===== src/rtl/yuv_rgb_csc_pkg.sv =====
package yuv_rgb_csc_pkg;

    localparam int N_ROWS   = 3;   // row 0 = G, row 1 = R, row 2 = B
    localparam int N_TAPS   = 3;   // Y, U, V gains per row
    localparam int ROW_G    = 0;
    localparam int ROW_R    = 1;
    localparam int ROW_B    = 2;
    localparam int TBL_W    = 14;

    // Reset matrix, index = 4*row + column, column 3 = offset
    localparam logic [TBL_W-1:0] CSC_BT601 [12] = '{
        14'h04A7, 14'h1E6F, 14'h1CBF, 14'h0877,
        14'h04A7, 14'h0000, 14'h0662, 14'h3211,
        14'h04A7, 14'h0812, 14'h0000, 14'h2EB1
    };

endpackage


===== src/rtl/csc_coef_bank.sv =====
module csc_coef_bank
    import yuv_rgb_csc_pkg::*;
#(
    parameter int MAT_W  = 13,
    parameter int OFF_W  = 14,
    parameter int ADDR_W = 4
) (
    input  logic                                       clk,
    input  logic                                       rst_n,
    input  logic                                       cfg_we,
    input  logic [ADDR_W-1:0]                          cfg_addr,
    input  logic [OFF_W-1:0]                           cfg_wdata,
    output logic [N_ROWS-1:0][N_TAPS-1:0][MAT_W-1:0]   mat_o,
    output logic [N_ROWS-1:0][OFF_W-1:0]               off_o
);

    localparam int RW = ADDR_W - 2;
    localparam logic [RW-1:0] ROW_LIM = RW'(N_ROWS);
    localparam logic [1:0]    OFF_COL = 2'(N_TAPS);

    typedef struct packed {
        logic [N_ROWS-1:0][N_TAPS-1:0][MAT_W-1:0] mat;
        logic [N_ROWS-1:0][OFF_W-1:0]             off;
    } bank_t;

    bank_t bank_d, bank_q;
    logic [RW-1:0] row_sel;
    logic [1:0]    col_sel;

    function automatic bank_t reset_bank();
        bank_t b;
        for (int r = 0; r < N_ROWS; r++) begin
            for (int c = 0; c < N_TAPS; c++) begin
                b.mat[r][c] = CSC_BT601[r*4+c][MAT_W-1:0];
            end
            b.off[r] = CSC_BT601[r*4+3][OFF_W-1:0];
        end
        return b;
    endfunction

    assign row_sel = cfg_addr[ADDR_W-1:2];
    assign col_sel = cfg_addr[1:0];

    always_comb begin
        bank_d = bank_q;
        if (cfg_we && (row_sel < ROW_LIM)) begin
            if (col_sel == OFF_COL) begin
                bank_d.off[row_sel] = cfg_wdata;
            end else begin
                bank_d.mat[row_sel][col_sel] = cfg_wdata[MAT_W-1:0];
            end
        end
    end

    always_ff @(posedge clk) begin
        if (!rst_n) begin
            bank_q <= reset_bank();
        end else begin
            bank_q <= bank_d;
        end
    end

    assign mat_o = bank_q.mat;
    assign off_o = bank_q.off;

    // out-of-range address leaves the bank untouched
    assert_ignore_high_addr_R6: assert property (@(posedge clk) disable iff (!rst_n)
        (cfg_we && !(row_sel < ROW_LIM)) |=> ($stable(mat_o) && $stable(off_o)));

    // an offset write lands with all of its bits
    assert_offset_write_R10: assert property (@(posedge clk) disable iff (!rst_n)
        (cfg_we && (row_sel < ROW_LIM) && (col_sel == OFF_COL))
        |=> (off_o[$past(row_sel)] == $past(cfg_wdata)));

endmodule


===== src/rtl/csc_row_mac.sv =====
module csc_row_mac #(
    parameter int PIX_W = 8,
    parameter int MAT_W = 13,
    parameter int OFF_W = 14,
    parameter int SH    = 6,
    parameter int SUM_W = 24
) (
    input  logic [PIX_W-1:0]        y_i,
    input  logic [PIX_W-1:0]        u_i,
    input  logic [PIX_W-1:0]        v_i,
    input  logic signed [MAT_W-1:0] gy_i,
    input  logic signed [MAT_W-1:0] gu_i,
    input  logic signed [MAT_W-1:0] gv_i,
    input  logic signed [OFF_W-1:0] k_i,
    output logic signed [SUM_W-1:0] sum_o
);

    logic signed [SUM_W-1:0] ye, ue, ve, gye, gue, gve, ke;

    always_comb begin
        ye    = SUM_W'($signed({1'b0, y_i}));
        ue    = SUM_W'($signed({1'b0, u_i}));
        ve    = SUM_W'($signed({1'b0, v_i}));
        gye   = SUM_W'(gy_i);
        gue   = SUM_W'(gu_i);
        gve   = SUM_W'(gv_i);
        ke    = SUM_W'(k_i) <<< SH;
        sum_o = ye * gye + ue * gue + ve * gve + ke;
    end

endmodule


===== src/rtl/csc_round_sat.sv =====
module csc_round_sat #(
    parameter int PIX_W = 8,
    parameter int FRAC  = 10,
    parameter int SUM_W = 24
) (
    input  logic signed [SUM_W-1:0] sum_i,
    output logic [PIX_W-1:0]        pix_o
);

    localparam logic signed [SUM_W-1:0] HALF = SUM_W'(1) <<< (FRAC - 1);
    localparam logic signed [SUM_W-1:0] MAXV = SUM_W'((1 << PIX_W) - 1);

    logic signed [SUM_W-1:0] scaled;

    always_comb begin
        scaled = (sum_i + HALF) >>> FRAC;
        if (scaled < 0) begin
            pix_o = '0;
        end else if (scaled > MAXV) begin
            pix_o = '1;
        end else begin
            pix_o = scaled[PIX_W-1:0];
        end
    end

endmodule


===== src/rtl/yuv_rgb_csc.sv =====
module yuv_rgb_csc
    import yuv_rgb_csc_pkg::*;
#(
    parameter int PIX_W    = 8,
    parameter int MAT_W    = 13,
    parameter int MAT_FRAC = 10,
    parameter int OFF_W    = 14,
    parameter int OFF_FRAC = 4,
    parameter int ADDR_W   = 4
) (
    input  logic              clk,
    input  logic              rst_n,
    input  logic              in_valid,
    output logic              in_ready,
    input  logic [PIX_W-1:0]  in_y,
    input  logic [PIX_W-1:0]  in_u,
    input  logic [PIX_W-1:0]  in_v,
    input  logic              bypass,
    input  logic              cfg_we,
    input  logic [ADDR_W-1:0] cfg_addr,
    input  logic [OFF_W-1:0]  cfg_wdata,
    output logic              out_valid,
    input  logic              out_ready,
    output logic [PIX_W-1:0]  out_r,
    output logic [PIX_W-1:0]  out_g,
    output logic [PIX_W-1:0]  out_b
);

    localparam int SH     = MAT_FRAC - OFF_FRAC;
    localparam int PROD_W = MAT_W + PIX_W + 1;
    localparam int OFFS_W = OFF_W + SH;
    localparam int SUM_W  = ((PROD_W > OFFS_W) ? PROD_W : OFFS_W) + 2;

    typedef struct packed {
        logic             vld;
        logic             byp;
        logic [PIX_W-1:0] luma;
        logic [PIX_W-1:0] cb;
        logic [PIX_W-1:0] cr;
    } in_stage_t;

    typedef struct packed {
        logic                           vld;
        logic                           byp;
        logic [PIX_W-1:0]               luma;
        logic [PIX_W-1:0]               cb;
        logic [PIX_W-1:0]               cr;
        logic [N_ROWS-1:0][SUM_W-1:0]   acc;
    } mac_stage_t;

    typedef struct packed {
        logic             vld;
        logic [PIX_W-1:0] r;
        logic [PIX_W-1:0] g;
        logic [PIX_W-1:0] b;
    } out_stage_t;

    typedef struct packed {
        in_stage_t  s1;
        mac_stage_t s2;
        out_stage_t s3;
    } pipe_t;

    pipe_t pipe_d, pipe_q;
    logic  advance;

    logic [N_ROWS-1:0][N_TAPS-1:0][MAT_W-1:0] mat;
    logic [N_ROWS-1:0][OFF_W-1:0]             off;
    logic [N_ROWS-1:0][SUM_W-1:0]             row_sum;
    logic [N_ROWS-1:0][PIX_W-1:0]             row_pix;

    csc_coef_bank #(
        .MAT_W  (MAT_W),
        .OFF_W  (OFF_W),
        .ADDR_W (ADDR_W)
    ) u_bank (
        .clk       (clk),
        .rst_n     (rst_n),
        .cfg_we    (cfg_we),
        .cfg_addr  (cfg_addr),
        .cfg_wdata (cfg_wdata),
        .mat_o     (mat),
        .off_o     (off)
    );

    for (genvar gr = 0; gr < N_ROWS; gr++) begin : g_row
        csc_row_mac #(
            .PIX_W (PIX_W),
            .MAT_W (MAT_W),
            .OFF_W (OFF_W),
            .SH    (SH),
            .SUM_W (SUM_W)
        ) u_mac (
            .y_i   (pipe_q.s1.luma),
            .u_i   (pipe_q.s1.cb),
            .v_i   (pipe_q.s1.cr),
            .gy_i  ($signed(mat[gr][0])),
            .gu_i  ($signed(mat[gr][1])),
            .gv_i  ($signed(mat[gr][2])),
            .k_i   ($signed(off[gr])),
            .sum_o (row_sum[gr])
        );

        csc_round_sat #(
            .PIX_W (PIX_W),
            .FRAC  (MAT_FRAC),
            .SUM_W (SUM_W)
        ) u_sat (
            .sum_i ($signed(pipe_q.s2.acc[gr])),
            .pix_o (row_pix[gr])
        );
    end

    assign advance = !pipe_q.s3.vld || out_ready;

    always_comb begin
        pipe_d = pipe_q;
        if (advance) begin
            pipe_d.s1.vld  = in_valid;
            pipe_d.s1.byp  = bypass;
            pipe_d.s1.luma = in_y;
            pipe_d.s1.cb   = in_u;
            pipe_d.s1.cr   = in_v;

            pipe_d.s2.vld  = pipe_q.s1.vld;
            pipe_d.s2.byp  = pipe_q.s1.byp;
            pipe_d.s2.luma = pipe_q.s1.luma;
            pipe_d.s2.cb   = pipe_q.s1.cb;
            pipe_d.s2.cr   = pipe_q.s1.cr;
            pipe_d.s2.acc  = row_sum;

            pipe_d.s3.vld  = pipe_q.s2.vld;
            if (pipe_q.s2.byp) begin
                pipe_d.s3.r = pipe_q.s2.luma;
                pipe_d.s3.g = pipe_q.s2.cb;
                pipe_d.s3.b = pipe_q.s2.cr;
            end else begin
                pipe_d.s3.r = row_pix[ROW_R];
                pipe_d.s3.g = row_pix[ROW_G];
                pipe_d.s3.b = row_pix[ROW_B];
            end
        end
    end

    always_ff @(posedge clk) begin
        if (!rst_n) begin
            pipe_q <= '0;
        end else begin
            pipe_q <= pipe_d;
        end
    end

    assign in_ready  = advance;
    assign out_valid = pipe_q.s3.vld;
    assign out_r     = pipe_q.s3.r;
    assign out_g     = pipe_q.s3.g;
    assign out_b     = pipe_q.s3.b;

    // a stalled output holds its value
    assert_stall_hold_R9: assert property (@(posedge clk) disable iff (!rst_n)
        (out_valid && !out_ready) |=> (out_valid && $stable(out_r) && $stable(out_g) && $stable(out_b)));

    // three stages without stall move the valid flag through exactly
    assert_latency_R8: assert property (@(posedge clk) disable iff (!rst_n)
        ($past(in_ready, 1) && $past(in_ready, 2) && $past(in_ready, 3))
        |-> (out_valid == $past(in_valid, 3)));

    // bypassed pixel reaches the outputs unchanged
    assert_bypass_pass_R7: assert property (@(posedge clk) disable iff (!rst_n)
        ($past(in_ready, 1) && $past(in_ready, 2) && $past(in_ready, 3) &&
         $past(in_valid && bypass, 3))
        |-> (out_r == $past(in_y, 3) && out_g == $past(in_u, 3) && out_b == $past(in_v, 3)));

endmodule


===== config.mk =====
export PLATFORM = sky130hd
export DESIGN_NAME = yuv_rgb_csc
export DESIGN_NICKNAME = d
export VERILOG_FILES = /design/src/rtl/yuv_rgb_csc_pkg.sv /design/src/rtl/csc_coef_bank.sv /design/src/rtl/csc_row_mac.sv /design/src/rtl/csc_round_sat.sv /design/src/rtl/yuv_rgb_csc.sv
export SDC_FILE = /design/constraint.sdc
export NUM_CORES = 2
export LEC_CHECK = 0
export BUFFER_PORTS_ARGS = -buffer_cell sky130_fd_sc_hd__buf_2
export CORE_ASPECT_RATIO = 0.9
export CORE_MARGIN = 2
export CORE_UTILIZATION = 60
export DETAILED_ROUTE_END_ITERATION = 8
export GPL_TIMING_DRIVEN = 0
export HOLD_SLACK_MARGIN = 0.06
export PLACE_DENSITY = 0.79
export SYNTH_ARGS = -nofsm -noshare
export SYNTH_HDL_FRONTEND = slang
export SYNTH_SLANG_ARGS = --single-unit
export TNS_END_PERCENT = 100

===== constraint.sdc =====
create_clock -name clk -period 10.65 [get_ports clk]
set_clock_uncertainty 0.15 [all_clocks]
set_input_delay 1.5975 -clock clk [delete_from_list [all_inputs] [get_ports clk]]
set_output_delay 1.5975 -clock clk [all_outputs]
set_load 0.02 [all_outputs]

==> impl_metrics.tcl <==
set metrics [dict create \
    worstSetupEndpointType "flop" \
    track_usage_pct 35.4 \
    synth-edff-count 0 \
    critical_path_class "reg2reg" \
    clock-sinks 281 \
    via_count 40300 \
    async_flop_share_pct 0 \
    slew_headroom_pct -1.74 \
    grt_pass1_wl_um 232000 \
    via_per_inst 5.57 \
    outcome "finished, violations left" \
    crit_arrival_ns 9.53 \
    critPathRequiredTime_ns 10.96 \
    ys_warn_count 0 \
    yosysUniqueCellTypes 74 \
    timing.fmax_mhz 108 \
    ys.flop_type "dfxtp_1" \
    drt_iter0_markers 3681 \
    wl_per_cell_um 20.4 \
    drc 0 \
    ctsHtreeMaxLevel 2 \
    pwr-share-comb_pct 79.4 \
    nets 7467 \
    hold_violations 0 \
    cts_hold_buf 0 \
    layout_common_cells "inv_1, nand2_1, fa_1, and2_1, ha_1" \
    min_path_type "reg2reg" \
    root_buffer "clkbuf_16" \
    grt_pass1_vias 41000 \
    cts_setup_buffers 0 \
    area_growth_pct 5.71 \
    cap_violations 2 \
    seq_power_share_pct 11.0 \
    layout_commonest_cell "inv_1" \
    p_int_mw 5.58 \
    core_um2 84000 \
    clockPowerShare_pct 9.6 \
    port_buffers 71 \
    synthCells 5967 \
    fillers 6989 \
    final_util_pct 63.7 \
    cpMaxStageDelayCell "clkbuf_1" \
    leakage_nw 27.9 \
    pin_count 74 \
    synth_area_um2 50700 \
    cp_common_cell "fa_1" \
    synth-seq-area-share_pct 11.1 \
    clkTransAtPathRegs_ns 0.07 \
    grt_max_degree 15 \
    antenna_left 0 \
    rsz0062_at_grt "false" \
    dieArea_um2 86800 \
    cts_buffer_depth 3 \
    finalSetupTns_ns 0 \
    synth_seq_cells 281 \
    period_needed_ns 9.22 \
    std_cell_rows 101 \
    power_density_nw_per_um2 231 \
    wl_um 148000 \
    first_pass_iters 7 \
    drv_slew 22 \
    tightest_slew_ns 1.53 \
    die_y_um 280 \
    cts_resized 0 \
    cts_tree "done" \
    irDropWorstVdd_mv 0.786 \
    layout-drive-gt1-share_pct 3.35 \
    initial_core_util_pct 60.3 \
    cp-start-kind "flop" \
    cts_buffers 34 \
    grt-ovfl-total 0 \
    finalCritPeriodShare_pct 86.6 \
    antenna_found_initial 9 \
    synthesis.nets 7359 \
    max_stage_delay_ns 0.62 \
    die_w_um 310 \
    syn_avg_cell_area_um2 8.49 \
    violations "capacitance limit, slew limit" \
    swShare_pct 55.0 \
    place.gp.congestion 1.07 \
    dp.final_hpwl_um 123000 \
    cp_max_fo 10 \
    switchingPower_mw 6.82 \
    clk_latency_ns 0.58 \
    final-setup-viol-count 0 \
]
-- kinds of logic (layout without fill, tap and decap cells) --
group / after synthesis / in the layout / share of synthesized area [%]
flops: 281 / 281 / 11.1
buf+inv: 1619 / 1748 / 12.2
other cells: 0 / 7 / 0
simple gates: 1809 / 1809 / 17.1
compound gates: 644 / 644 / 8.77
fa+ha+maj: 1344 / 1344 / 46.1
xor+xnor: 244 / 244 / 4.22
mux: 26 / 26 / 0.514
-- layout make-up --
| cell class | instances | area (µm²) | share of cell area (%) |
|---|---|---|---|
| timing repair buffer | 72 | 360 | 0.673 |
| clock inverter | 17 | 193 | 0.360 |
| clock buffer | 40 | 903 | 1.69 |
| multi-input combinational | 4067 | 38900 | 72.6 |
| tap | 1133 | 1420 | 2.65 |
| sequential | 281 | 5630 | 10.5 |
| inverter | 1352 | 5070 | 9.48 |
| antenna | 7 | 17.5 | 0.0327 |
| buffer | 267 | 1090 | 2.04 |
-- layer usage --
layer  track usage, %  routed length [µm]  vias up
met2             52.9               63300     1879
li1                 -                   -    18200
met1             48.1               59000    19900
met4             17.5                8760        8
met5                0                  58        -
met3             8.56               16900      354
-- sequential cells by signal, indices dropped and copies added (netlist names) --
register,cells
out_b,8
out_g,8
out_r,8
out_valid,1
pipe_q,97
u_bank.mat_o,117
u_bank.off_o,42
-- critical path: cells and delay by family (launching register included) --
| family | cells | cell delay (ns) |
|---|---|---|
| compound gates | 9 | 2.57 |
| buf+inv | 6 | 0.87 |
| simple gates | 5 | 1.11 |
| xor+xnor | 1 | 0.30 |
| flops | 1 | 0.60 |
| fa+ha+maj | 8 | 3.50 |
-- power by group through the flow --
| stage | Clock [mW] | Sequential (mW) | Combinational, mW |
|---|---|---|---|
| floorplan | 0 | 1.34 | 6.61 |
| global placement | 0 | 1.38 | 9.32 |
| detailed placement | 0 | 1.38 | 9.55 |
| CTS | 1.18 | 1.36 | 9.61 |
| global route | 1.22 | 1.38 | 10.8 |
| finish | 1.19 | 1.37 | 9.84 |
-- path summary, 6_finish.rpt --
check,from,end,slack [ns],depth (start not counted)
setup / recovery,pipe_q[131],pipe_q[96],1.43,29
hold / removal,pipe_q[147],pipe_q[147],0.31,2
setup reg to reg,pipe_q[131],pipe_q[96],1.43,29
hold reg to reg,pipe_q[147],pipe_q[147],0.31,2
-- metrics by stage --
| stage | hold WS (ns) | setup WS (ns) | area [µm²] | cells | power, mW |
|---|---|---|---|---|---|
| floorplan | 0.284 | 3.04 | 50700 | 5967 | 7.94 |
| global route | 0.340 | 1.08 | 53500 | 7230 | 13.4 |
| CTS | 0.315 | 1.70 | 53500 | 7229 | 12.2 |
| global placement | 0.297 | 1.81 | 52400 | 7171 | 10.7 |
| finish | 0.313 | 1.43 | 53600 | 7236 | 12.4 |
| detailed placement | 0.306 | 1.72 | 52400 | 7172 | 10.9 |
-- Yosys cell counts, types with 4 or more instances --
master	number	area (µm²)
a31o_1	4	35.0
o2111ai_1	4	35.0
buf_1	27	101
nand3b_1	4	30.0
nand2b_1	18	113
nor2_1	115	432
a311o_1	5	50.1
and2_1	554	3470
xor2_1	74	648
ha_1	474	5930
a21boi_0	122	916
a2111oi_2	10	150
a2111oi_4	4	110
a211o_1	4	35.0
a31oi_1	18	113
a211oi_1	10	75.1
o211ai_1	7	52.6
o21a_1	16	120
o21ai_0	86	430
a21o_1	52	390
nor2b_1	39	244
clkbuf_1	214	803
a21oi_2	9	78.8
nand2_1	887	3330
a21boi_1	7	52.6
o21ai_1	21	105
o21bai_1	20	150
dfxtp_1	281	5630
a21oi_1	169	846
xnor2_1	170	1490
mux2i_1	26	260
a31o_2	9	78.8
o31ai_1	10	75.1
or2_2	10	62.6
inv_1	1351	5070
or3_1	8	50.1
o211a_1	13	130
nand4_1	14	87.6
nor3_1	32	160
nand3_1	101	505
o311ai_1	11	96.3
and3_1	15	93.8
fa_1	870	17400
buf_4	24	180
Note: power is estimated with default switching activity, not from simulation.
